File: config.mk
export PLATFORM = sky130hd
export DESIGN_NAME = tricolor_lamp_ctrl
export DESIGN_NICKNAME = d
export VERILOG_FILES = /design/src/rtl/lamp_pkg.sv /design/src/rtl/open_timer.sv /design/src/rtl/color_tracker.sv /design/src/rtl/string_driver.sv /design/src/rtl/tricolor_lamp_ctrl.sv
export SDC_FILE = /design/constraint.sdc
export NUM_CORES = 1
export LEC_CHECK = 0
export BUFFER_PORTS_ARGS = -buffer_cell sky130_fd_sc_hd__buf_2
export CAP_MARGIN = 0
export CORE_MARGIN = 3
export CORE_UTILIZATION = 45
export CTS_CLUSTER_SIZE = 8
export DETAILED_ROUTE_END_ITERATION = 12
export PLACE_DENSITY_LB_ADDON = 0.15
export REMOVE_ABC_BUFFERS = 1
export SYNTH_ARGS = -nofsm -noshare
export SYNTH_HDL_FRONTEND = slang
export SYNTH_SLANG_ARGS = --single-unit
export TNS_END_PERCENT = 20
File: constraint.sdc
create_clock -name clk -period 2.1 [get_ports clk]
set_input_delay 0.42 -clock clk [delete_from_list [all_inputs] [get_ports clk]]
set_output_delay 0.42 -clock clk [all_outputs]
set_load 0.03 [all_outputs]
File: src/rtl/lamp_pkg.sv
// Package: shared color encoding for the three-color lamp controller.
// Assumes a 2-bit code where 0 means dark and is never stored as a color.
package lamp_pkg;

    typedef enum logic [1:0] {
        LC_DARK   = 2'd0,
        LC_WHITE  = 2'd1,
        LC_DAY    = 2'd2,
        LC_YELLOW = 2'd3
    } lamp_color_e;

    // Short-open successor of a lit color.
    function automatic lamp_color_e step_color(input lamp_color_e cur);
        case (cur)
            LC_WHITE: step_color = LC_DAY;
            LC_DAY:   step_color = LC_YELLOW;
            default:  step_color = LC_WHITE;
        endcase
    endfunction

endpackage

File: src/rtl/open_timer.sv
// Module: open_timer
// Counts clock edges at which the switch is sampled open, saturating at
// LIMIT. Reads expired once the count reaches LIMIT. Assumes the switch
// level is already debounced and synchronous to clk.
module open_timer #(
    parameter int unsigned LIMIT = 50_000_000,
    localparam int unsigned CNT_W = $clog2(LIMIT + 1)
) (
    input  logic clk,
    input  logic rst_n,
    input  logic sw_closed,
    output logic expired
);
    localparam logic [CNT_W-1:0] LIMIT_V = CNT_W'(LIMIT);

    logic [CNT_W-1:0] open_cnt;

    // Open-time counter: cleared while closed, saturating count while open.
    always_ff @(posedge clk) begin
        if (!rst_n) begin
            open_cnt <= LIMIT_V;
        end else if (sw_closed) begin
            open_cnt <= '0;
        end else if (open_cnt != LIMIT_V) begin
            open_cnt <= open_cnt + 1'b1;
        end
    end

    assign expired = (open_cnt == LIMIT_V);

    AST_CNT_BOUNDED: assert property (@(posedge clk) disable iff (!rst_n)
        open_cnt <= LIMIT_V);

    AST_EXPIRED_STICKS: assert property (@(posedge clk) disable iff (!rst_n)
        (expired && !sw_closed) |=> expired);

endmodule

File: src/rtl/color_tracker.sv
// Module: color_tracker
// Remembers the last lit color and whether the lamp is lit. On a close
// edge it chooses the next color from the open timer; on any open sample
// it darkens the lamp. Assumes close_edge is a one-cycle pulse.
module color_tracker
    import lamp_pkg::*;
(
    input  logic        clk,
    input  logic        rst_n,
    input  logic        sw_closed,
    input  logic        close_edge,
    input  logic        expired,
    output lamp_color_e cur_color,
    output logic        lit
);
    lamp_color_e next_color;

    // Next-color choice made at the close edge.
    always_comb begin
        next_color = expired ? LC_WHITE : step_color(cur_color);
    end

    // Remembered color and lit flag.
    always_ff @(posedge clk) begin
        if (!rst_n) begin
            cur_color <= LC_WHITE;
            lit       <= 1'b0;
        end else if (!sw_closed) begin
            lit       <= 1'b0;
        end else if (close_edge) begin
            cur_color <= next_color;
            lit       <= 1'b1;
        end
    end

    AST_YELLOW_WRAPS: assert property (@(posedge clk) disable iff (!rst_n)
        (close_edge && cur_color == LC_YELLOW) |=> cur_color == LC_WHITE);

    AST_NEVER_DARK_COLOR: assert property (@(posedge clk) disable iff (!rst_n)
        cur_color != LC_DARK);

endmodule

File: src/rtl/string_driver.sv
// Module: string_driver
// Decodes the lit color into per-string enables and an observation code.
// Assumes the color input is never dark while lit is set.
module string_driver
    import lamp_pkg::*;
#(
    parameter int unsigned STRINGS = 2
) (
    input  lamp_color_e        color,
    input  logic               lit,
    output logic [STRINGS-1:0] white_en,
    output logic [STRINGS-1:0] yellow_en,
    output logic [1:0]         color_code
);
    logic white_on;
    logic yellow_on;

    // Which color groups the lit color uses.
    always_comb begin
        white_on  = lit && (color == LC_WHITE  || color == LC_DAY);
        yellow_on = lit && (color == LC_YELLOW || color == LC_DAY);
        color_code = lit ? color : LC_DARK;
    end

    for (genvar g = 0; g < STRINGS; g++) begin : g_lane
        assign white_en[g]  = white_on;
        assign yellow_en[g] = yellow_on;
    end

endmodule

File: src/rtl/tricolor_lamp_ctrl.sv
// Module: tricolor_lamp_ctrl (top)
// Picks the lamp color on each switch close from the previous color and
// the open time, threshold OPEN_MS milliseconds at CLK_HZ. Assumes a
// debounced, clk-synchronous switch level and synchronous active-low reset.
module tricolor_lamp_ctrl
    import lamp_pkg::*;
#(
    parameter int unsigned CLK_HZ  = 50_000_000,
    parameter int unsigned OPEN_MS = 1000,
    parameter int unsigned STRINGS = 2,
    localparam int unsigned LIMIT  = (CLK_HZ / 1000) * OPEN_MS
) (
    input  logic               clk,
    input  logic               rst_n,
    input  logic               sw_closed,
    output logic [STRINGS-1:0] white_en,
    output logic [STRINGS-1:0] yellow_en,
    output logic [1:0]         color_code
);
    logic        sw_prev;
    logic        close_edge;
    logic        expired;
    logic        lit;
    lamp_color_e cur_color;

    // Previous switch sample for close-edge detection.
    always_ff @(posedge clk) begin
        if (!rst_n) sw_prev <= 1'b0;
        else        sw_prev <= sw_closed;
    end

    assign close_edge = sw_closed && !sw_prev;

    open_timer #(.LIMIT(LIMIT)) u_timer (
        .clk       (clk),
        .rst_n     (rst_n),
        .sw_closed (sw_closed),
        .expired   (expired)
    );

    color_tracker u_track (
        .clk        (clk),
        .rst_n      (rst_n),
        .sw_closed  (sw_closed),
        .close_edge (close_edge),
        .expired    (expired),
        .cur_color  (cur_color),
        .lit        (lit)
    );

    string_driver #(.STRINGS(STRINGS)) u_drv (
        .color      (cur_color),
        .lit        (lit),
        .white_en   (white_en),
        .yellow_en  (yellow_en),
        .color_code (color_code)
    );

    AST_DARK_WHEN_OPEN: assert property (@(posedge clk) disable iff (!rst_n)
        !sw_closed |=> (color_code == 2'b00 && white_en == '0 && yellow_en == '0));

    AST_LONG_OPEN_WHITE: assert property (@(posedge clk) disable iff (!rst_n)
        (close_edge && expired) |=> color_code == 2'b01);

    AST_HOLD_WHILE_CLOSED: assert property (@(posedge clk) disable iff (!rst_n)
        (sw_closed && sw_prev) |=> $stable(color_code));

    AST_DAY_ALL_ON: assert property (@(posedge clk) disable iff (!rst_n)
        color_code == 2'b10 |-> (&white_en && &yellow_en));

endmodule

==> impl_metrics.json, run 1 <==
{
  "outcome": "completed",
  "max_freq_ghz": 0.536,
  "slew_headroom_pct": 62.6,
  "finalSetupViolations": 0,
  "drt_iter0_drc": 121,
  "cts_root_buffer": "clkbuf_8",
  "die_width_um": 66.5,
  "critical_path.max_fanout": 6,
  "mostFrequentLayoutCells": "30 x dfxtp_1, 20 x nor2_1, 14 x nand3_1, 14 x nand4_1",
  "hp-class": "reg2reg",
  "ctsResizeCount": 0,
  "hold_violations": 0,
  "post_cts_buffers": 0,
  "grt_pass1_vias": 1324,
  "worst_pin_slew_ns": 0.556,
  "min_path_cells": 1,
  "final.period_utilization_pct": 88.9,
  "crit_cells": 5,
  "drive_gt1_share_pct": 11.1,
  "vias": 1465,
  "slowest_delay_ns": 0.42,
  "setup_slack_ns": 0.233,
  "synthCells": 195,
  "vias_per_cell": 6.00,
  "place_congestion": 0.889,
  "hold_buffers": 0,
  "row_count": 21,
  "ys.flop_type": "dfxtp_1",
  "grt_start_max_net_pins": 17,
  "rsz0062_at_grt": "false",
  "finish.instance_area_mm2": 0.00175,
  "clk_latency_ns": 0.28,
  "path_buf_inv": 0,
  "yosysSeqAreaShare_pct": 36.5,
  "cp_data_required_time_ns": 2.29,
  "start_util_pct": 47.8,
  "nNetsFinal": 207,
  "grt_usage_pct": 18.6,
  "synth_area_mm2": 0.00165,
  "ys_warn_count": 0,
  "die_area_mm2": 0.00442,
  "syn_area_per_cell_um2": 8.44,
  "routedWlPerCell_um": 14.9,
  "p_leak_nw": 0.629,
  "synthArstFlopShare_pct": 0,
  "synth_edf_count": 0,
  "route.detailed.drc": 0,
  "worstRegToRegCells": 5,
  "antenna_found_initial": 0,
  "cts_tree": "done",
  "ant_nets": 0,
  "drv_cap": 0,
  "power.density_mw_per_mm2": 681,
  "ir_worst_vdd_mv": 0.368,
  "ioPinCount": 9,
  "wl_um": 3640,
  "fp.dieH_um": 66.5,
  "place_area_mm2": 0.00167,
  "path_class": "reg2reg",
  "path_delay_family": "simple AND/OR/NAND/NOR gates",
  "cts_max_path_buffers": 2,
  "synthDistinctLibCells": 41,
  "pre_cts_slack_ns": 0.247,
  "critPathCaptureType": "flop",
  "coreArea_mm2": 0.00344,
  "port_buffers": 8,
  "hold_slack_ns": 0.435,
  "finalSetupTns_ns": 0,
  "clk_pin_slew_worst_paths_ns": 0.06,
  "arrival_ns": 2.06,
  "synthToLayoutAreaGrowth_pct": 6.53,
  "report.power.total_mw": 1.19,
  "grt_pass1_wl_um": 6190,
  "cts_buffers": 5,
  "overflow": 0,
  "final_common_cell": "dfxtp_1",
  "slew_viol_final": 0,
  "n_antenna_cell": 0,
  "synth-seq-cells": 30,
  "htreeDepth": 2,
  "cp_cell_sequence": "ha_1 > and4_2 > nand4_4 > or4_1 > a211oi_1",
  "dr.pass1.iters": 4,
  "finalCriticalPeriod_ns": 1.87,
  "skew_ns": 0.00235,
  "cts.sinks": 30,
  "dp_hpwl_um": 2630,
  "critPathSlowestCell": "or4_1",
  "startpoint_type": "flop"
}
area by class of cell:
cell class | instances | area [um^2]
Sequential cell | 30 | 601
Multi-Input combinational cell | 145 | 940
Clock buffer | 6 | 82.6
Timing Repair Buffer | 8 | 40.0
Fill cell | 341 | 1690
Inverter | 9 | 33.8
Tap cell | 46 | 57.6
where the power goes:
part           switching, mW  internal (mW)  leakage [nW]  total, mW
combinational         0.0768         0.0428         0.340      0.120
clock                  0.203          0.252        0.0431      0.455
sequential            0.0260          0.593         0.247      0.619
total                  0.306          0.888         0.629       1.19
through the flow:
| stage | util [%] | std cells |
|---|---|---|
| final | 51.0 | 244 |
| after floorplan | - | 184 |
| after detailed placement | 48.6 | 238 |
| after global placement | 48.6 | 238 |
| after CTS | 51.0 | 244 |
| after global routing | 51.0 | 244 |
flip-flops by register name, indices dropped and copies added, names as in the netlist:
register,flops
u_track.lit,1
u_track.cur_color,2
u_timer.open_cnt,26
sw_prev,1
per-layer routing:
layer | vias up | part of all wire [%] | GRT usage [%]
li1 | 725 | - | -
met1 | 706 | 46 | 24.0
met2 | 27 | 48 | 28.6
met3 | 7 | 4.6 | 5.06
met4 | 0 | 1.7 | 8.88
met5 | - | 0 | 0
kinds of logic after synthesis:
group                      synth area share (%)
and+or+nand+nor                            34.9
DFF                                        36.5
adders and majority gates                  3.80
AOI/OAI and AO/OA                          11.9
muxes                                     0.608
xor gates and xnor gates                   5.85
buffers and inverters                      6.46
cells in the mapped netlist, drive strengths merged, types with 6 or more instances:
master / n / area share [%]
dfxtp: 30 / 36
buf: 8 / 3.7
nor4: 6 / 2.3
o21ai: 11 / 3.3
nor2: 20 / 4.6
xor2: 6 / 3.2
inv: 9 / 2.1
nand2: 11 / 2.5
nand3: 14 / 4.3
nand4: 16 / 7.4
or4: 6 / 2.7
path summary, 6_finish.rpt:
kind / start / end / slack, ns
max: u_timer.open_cnt[1]$_SDFFE_PP0N_ / u_timer.open_cnt[24]$_SDFFE_PP0N_ / 0.23
min: sw_prev$_SDFF_PN0_ / u_track.lit$_SDFFE_PN0P_ / 0.44
max reg2reg: u_timer.open_cnt[1]$_SDFFE_PP0N_ / u_timer.open_cnt[24]$_SDFFE_PP0N_ / 0.23
min reg2reg: sw_prev$_SDFF_PN0_ / u_track.lit$_SDFFE_PN0P_ / 0.44
Note: power is estimated with default switching activity, not from simulation.
==> inputs of run 2 (changes only) <==
--- a/config.mk
+++ b/config.mk
@@ -5,12 +5,12 @@
 export SDC_FILE = /design/constraint.sdc
 export NUM_CORES = 1
 export LEC_CHECK = 0
-export BUFFER_PORTS_ARGS = -buffer_cell sky130_fd_sc_hd__buf_2
 export CAP_MARGIN = 0
 export CORE_MARGIN = 3
 export CORE_UTILIZATION = 45
 export CTS_CLUSTER_SIZE = 8
 export DETAILED_ROUTE_END_ITERATION = 12
+export DONT_BUFFER_PORTS = 1
 export PLACE_DENSITY_LB_ADDON = 0.15
 export REMOVE_ABC_BUFFERS = 1
 export SYNTH_ARGS = -nofsm -noshare
==> run 2 against run 1 <==
Largest power group unchanged. Critical path type unchanged. Sequential share of layout area is 0.32 points higher. Fmax down 1.1%. Power increased by 0.41%. Largest cell class unchanged.
==> impl_metrics.json, run 2 (same netlist as run 1, synthesis figures left out) <==
{
  "critical_path.max_fanout": 6,
  "synthToLayoutAreaGrowth_pct": 5.55,
  "port_buffers": 0,
  "finalSetupTns_ns": 0,
  "cts_max_path_buffers": 2,
  "hold_violations": 0,
  "ir_worst_vdd_mv": 0.424,
  "coreArea_mm2": 0.00344,
  "startpoint_type": "flop",
  "grt_usage_pct": 19.4,
  "row_count": 21,
  "clk_latency_ns": 0.28,
  "cts_tree": "done",
  "slew_headroom_pct": 63.5,
  "drv_cap": 0,
  "die_width_um": 66.5,
  "largest_register": "u_timer.open_cnt",
  "report.power.total_mw": 1.20,
  "clk_pin_slew_worst_paths_ns": 0.06,
  "outcome": "completed",
  "post_cts_buffers": 0,
  "routedWlPerCell_um": 14.8,
  "cp_data_required_time_ns": 2.30,
  "worst_pin_slew_ns": 0.546,
  "top_regs": "u_timer.open_cnt (26), u_track.cur_color (2)",
  "hp-class": "in2reg",
  "finalCriticalPeriod_ns": 1.89,
  "dp_hpwl_um": 2610,
  "largest_reg_flops": 26,
  "die_area_mm2": 0.00442,
  "vias": 1425,
  "ioPinCount": 9,
  "skew_ns": 0.00528,
  "antenna_found_initial": 0,
  "drive_gt1_share_pct": 8.76,
  "path_class": "reg2reg",
  "overflow": 0,
  "finalSetupViolations": 0,
  "fp.dieH_um": 66.5,
  "route.detailed.drc": 0,
  "slew_viol_final": 0,
  "critPathCaptureType": "flop",
  "grt_pass1_wl_um": 6410,
  "dr.pass1.iters": 4,
  "place_congestion": 0.898,
  "final.period_utilization_pct": 89.9,
  "grt_start_max_net_pins": 17,
  "htreeDepth": 2,
  "start_util_pct": 47.8,
  "drt_iter0_drc": 58,
  "grt_pass1_vias": 1369,
  "ctsResizeCount": 0,
  "cts_root_buffer": "clkbuf_8",
  "final_common_cell": "dfxtp_1",
  "ant_nets": 0,
  "hold_buffers": 0,
  "power.density_mw_per_mm2": 690,
  "cts_buffers": 5,
  "wl_um": 3550,
  "vias_per_cell": 5.94,
  "max_freq_ghz": 0.530,
  "nFillCells": 348,
  "nNetsFinal": 201,
  "rsz0062_at_grt": "false",
  "cts.sinks": 30,
  "hold_slack_ns": 0.207,
  "p_leak_nw": 0.606,
  "mostFrequentLayoutCells": "30 x dfxtp_1, 20 x nor2_1, 14 x nand3_1, 14 x nand4_1",
  "arrival_ns": 2.08,
  "n_antenna_cell": 0
}
[run 2: stage by stage]
step	std cells	cell area, um^2	setup slack [ns]	utilization (%)
after detailed placement	232	1650	0.226	47.8
after global placement	232	1650	0.304	47.8
after floorplan	184	1570	0.215	-
after CTS	240	1740	0.207	50.5
final	240	1740	0.211	50.5
after global routing	240	1740	0.0525	50.5
[run 2: final timing paths]
path / slack [ns] / depth (start not counted) / endpoint / startpoint
setup / recovery: 0.21 / 5 / u_timer.open_cnt[24]$_SDFFE_PP0N_ / u_timer.open_cnt[0]$_SDFFE_PP0N_
hold reg to reg: 0.43 / 1 / u_track.lit$_SDFFE_PN0P_ / sw_prev$_SDFF_PN0_
setup reg to reg: 0.21 / 5 / u_timer.open_cnt[24]$_SDFFE_PP0N_ / u_timer.open_cnt[0]$_SDFFE_PP0N_
hold / removal: 0.21 / 1 / u_timer.open_cnt[17]$_SDFFE_PN1P_ / rst_n
[run 2: power breakdown]
group / switching [mW] / internal, mW
Sequential: 0.0265 / 0.593
Combinational: 0.0647 / 0.0404
Clock: 0.210 / 0.264
[run 2: metal layers]
metal / up-vias / wire, um / track usage (%)
met5: - / 0 / 0
met4: 0 / 85 / 10.4
met3: 8 / 176 / 6.24
met2: 33 / 1580 / 29.5
met1: 665 / 1710 / 24.3
li1: 719 / - / -
[run 2: final cells by class]
type | instances | area (um^2) | area share [%]
clock buffer | 7 | 86.3 | 4.97
clock inverter | 1 | 5.00 | 0.288
inverter | 9 | 33.8 | 1.94
multi-input combinational | 145 | 940 | 54.1
sequential | 30 | 601 | 34.6
tap | 46 | 57.6 | 3.31
timing repair buffer | 2 | 15.0 | 0.864
[run 2: worst max-delay path, stage by stage (launching register included)]
cell and delay (ns):
dfxtp_1 0.43, ha_1 0.26, and4_2 0.34, nand4_4 0.13
or4_1 0.42, a211oi_1 0.22
==> inputs of run 3 (changes only) <==
--- a/config.mk
+++ b/config.mk
@@ -5,6 +5,7 @@
 export SDC_FILE = /design/constraint.sdc
 export NUM_CORES = 1
 export LEC_CHECK = 0
+export ABC_AREA = 1
 export CAP_MARGIN = 0
 export CORE_MARGIN = 3
 export CORE_UTILIZATION = 45
==> run 3 against run 2 <==
Register-to-register slack improved by 0.43 ns. Hold slack got worse by 0.0036 ns. Global-route usage fell by 1.4 points. Fmax rose by 6.4%. Largest power group unchanged.
==> impl_metrics.json, run 3 <==
{
  "clk_pin_slew_worst_paths_ns": 0.06,
  "row_count": 22,
  "syn_area_per_cell_um2": 6.39,
  "startpoint_type": "flop",
  "synth-seq-cells": 30,
  "cts_max_path_buffers": 2,
  "path_class": "reg2out",
  "ys_warn_count": 0,
  "mostFrequentLayoutCells": "75 x nand2_1, 46 x nor2_1, 40 x inv_1, 30 x dfxtp_1, 23 x nand3_1",
  "p_leak_nw": 0.836,
  "wl_um": 3990,
  "synthDistinctLibCells": 25,
  "route.detailed.drc": 0,
  "dp_hpwl_um": 3030,
  "rr_startpoint": "u_timer.open_cnt[1]$_SDFFE_PP0N_",
  "ctsResizeCount": 0,
  "ioPinCount": 9,
  "synthArstFlopShare_pct": 0,
  "n_antenna_cell": 0,
  "die_area_mm2": 0.00482,
  "hold_buffers": 0,
  "max_freq_ghz": 0.564,
  "critical_path.max_fanout": 4,
  "m1WireLength_um": 1950,
  "slew_viol_final": 0,
  "sw_frac_of_total_pct": 26.5,
  "routedWlPerCell_um": 11.9,
  "vias_per_cell": 4.95,
  "yosys-top-cells-count": "75 x nand2_1, 46 x nor2_1, 40 x inv_1, 30 x dfxtp_1, 23 x nand3_1",
  "finalSetupViolations": 0,
  "final.period_utilization_pct": 84.5,
  "ant_nets": 0,
  "yosysMostFrequentCell": "nand2_1",
  "port_buffers": 0,
  "nFillCells": 388,
  "dr_wl_met2_um": 1790,
  "cts_tree": "done",
  "min_from": "rst_n",
  "hp-class": "in2reg",
  "comb_power_share_pct": 9.1,
  "ys.flop_type": "dfxtp_1",
  "arrival_ns": 1.35,
  "dr.pass1.iters": 4,
  "setup.worst_path.start": "u_track.cur_color[0]$_SDFFE_PN1P_",
  "skew_ns": 0.00563,
  "finalSetupTns_ns": 0,
  "hold_violations": 0,
  "power.density_mw_per_mm2": 607,
  "htreeDepth": 2,
  "outcome": "completed",
  "p_clk_share_pct": 37.9,
  "post_cts_buffers": 0,
  "final_common_cell": "nand2_1",
  "power.switching_mw": 0.308,
  "cp_data_required_time_ns": 1.68,
  "vias": 1652,
  "place_congestion": 0.919,
  "overflow": 0,
  "synth_edf_count": 0,
  "fp.dieH_um": 69.4,
  "coreArea_mm2": 0.00377,
  "critPathCaptureType": "output port",
  "grt_pass1_vias": 1511,
  "synth_area_mm2": 0.00181,
  "start_util_pct": 48.0,
  "synth_area_leaders": "dfxtp_1 33%, nand2_1 16%, nor2_1 9.5%",
  "rsz0062_at_grt": "false",
  "grt_start_max_net_pins": 19,
  "cts.sinks": 30,
  "synthCells": 283,
  "antenna_found_initial": 0,
  "die_width_um": 69.4,
  "slew_headroom_pct": 74.0,
  "dr_wl_met3_um": 173,
  "largest_reg_flops": 26,
  "top_regs": "u_timer.open_cnt (26), u_track.cur_color (2)",
  "hold_slack_ns": 0.204,
  "ir_worst_vdd_mv": 0.381,
  "synthToLayoutAreaGrowth_pct": 6.09,
  "synth_area_leader_cell": "dfxtp_1",
  "finalCriticalPeriod_ns": 1.77,
  "largest_register": "u_timer.open_cnt",
  "drt_iter0_drc": 110,
  "grt_usage_pct": 18.0,
  "grt_pass1_wl_um": 6960,
  "worst_pin_slew_ns": 0.387,
  "drv_cap": 0,
  "cts_buffers": 5,
  "nNetsFinal": 294,
  "dr.max_layer_used": "met4",
  "clk_latency_ns": 0.28,
  "yosysSeqAreaShare_pct": 33.2,
  "synth_top_area_share_pct": 33.2,
  "p_int_mw": 0.856,
  "report.power.total_mw": 1.16,
  "seqPwrFrac_pct": 53.0,
  "cts_root_buffer": "clkbuf_8",
  "drive_gt1_share_pct": 9.44
}
-- run 3: cell count changes after synthesis, moves of 5 or more --
cell     before  now
or4_1         6    0
a21oi_1       5   14
nor4_1        6    0
inv_1         9   40
o21ai_1       0    6
xor2_1        6    0
nand3_1      14   23
nor2_4        0    5
nor2_1       20   46
nand2_1      11   75
xnor2_1       5    0
nand4_1      14    1
-- run 3: layer usage --
metal | vias to the layer above | global-route usage [%]
li1 | 882 | -
met1 | 735 | 23.5
met2 | 28 | 28.7
met3 | 7 | 5.07
met4 | 0 | 5.86
met5 | - | 0
-- run 3: cells by family (layout without fill, tap and decap cells) --
group,after synthesis,after routing,share of synthesized area (%)
buffers and inverters,48,51,11.0
flip-flops,30,30,33.2
AND/OR/NAND/NOR,168,168,43.1
adder cells (fa/ha/maj),5,5,3.46
AO/OA/AOI/OAI,32,32,9.27
-- run 3: final cells by class --
cell class / instances / area, um^2 / area share (%)
Tap cell: 48 / 60.1 / 3.13
Clock buffer: 7 / 76.3 / 3.98
Timing Repair Buffer: 2 / 15.0 / 0.782
Multi-Input combinational cell: 205 / 1010 / 52.6
Sequential cell: 30 / 601 / 31.3
Inverter: 42 / 158 / 8.21
-- run 3: critical path: stages, from the launching register on --
cell and delay, ns:
dfxtp_1 0.38, inv_1 0.07, ha_1 0.30, nor2_1 0.10, buf_4 0.22
-- run 3: worst paths after layout --
check | to | slack (ns) | cells past startpoint
worst max-delay path | white_en[1] | 0.33 | 4
worst min register to register | u_track.lit$_SDFFE_PN0P_ | 0.43 | 1
worst min-delay path | u_timer.open_cnt[25]$_SDFFE_PN1P_ | 0.20 | 1
worst max register to register | u_timer.open_cnt[22]$_SDFFE_PN1P_ | 0.64 | 8
-- run 3: metrics by stage --
step / std cells / cell area [um^2] / worst slack (ns) / util (%)
3_3_place_gp: 327 / 1840 / 0.639 / 48.9
6_report: 334 / 1920 / 0.326 / 50.9
2_1_floorplan: 277 / 1770 / 0.186 / -
5_1_grt: 334 / 1920 / 0.217 / 50.9
3_5_place_dp: 327 / 1840 / 0.621 / 48.9
4_1_cts: 334 / 1920 / 0.305 / 50.9
-- run 3: power groups by stage --
stage               sequential (mW)  clock, mW  combinational [mW]
detailed placement            0.629          0               0.107
floorplan                     0.623          0              0.0867
CTS                           0.617      0.463               0.107
finish                        0.617      0.441               0.106
global placement              0.630          0               0.105
global route                  0.621      0.485               0.124
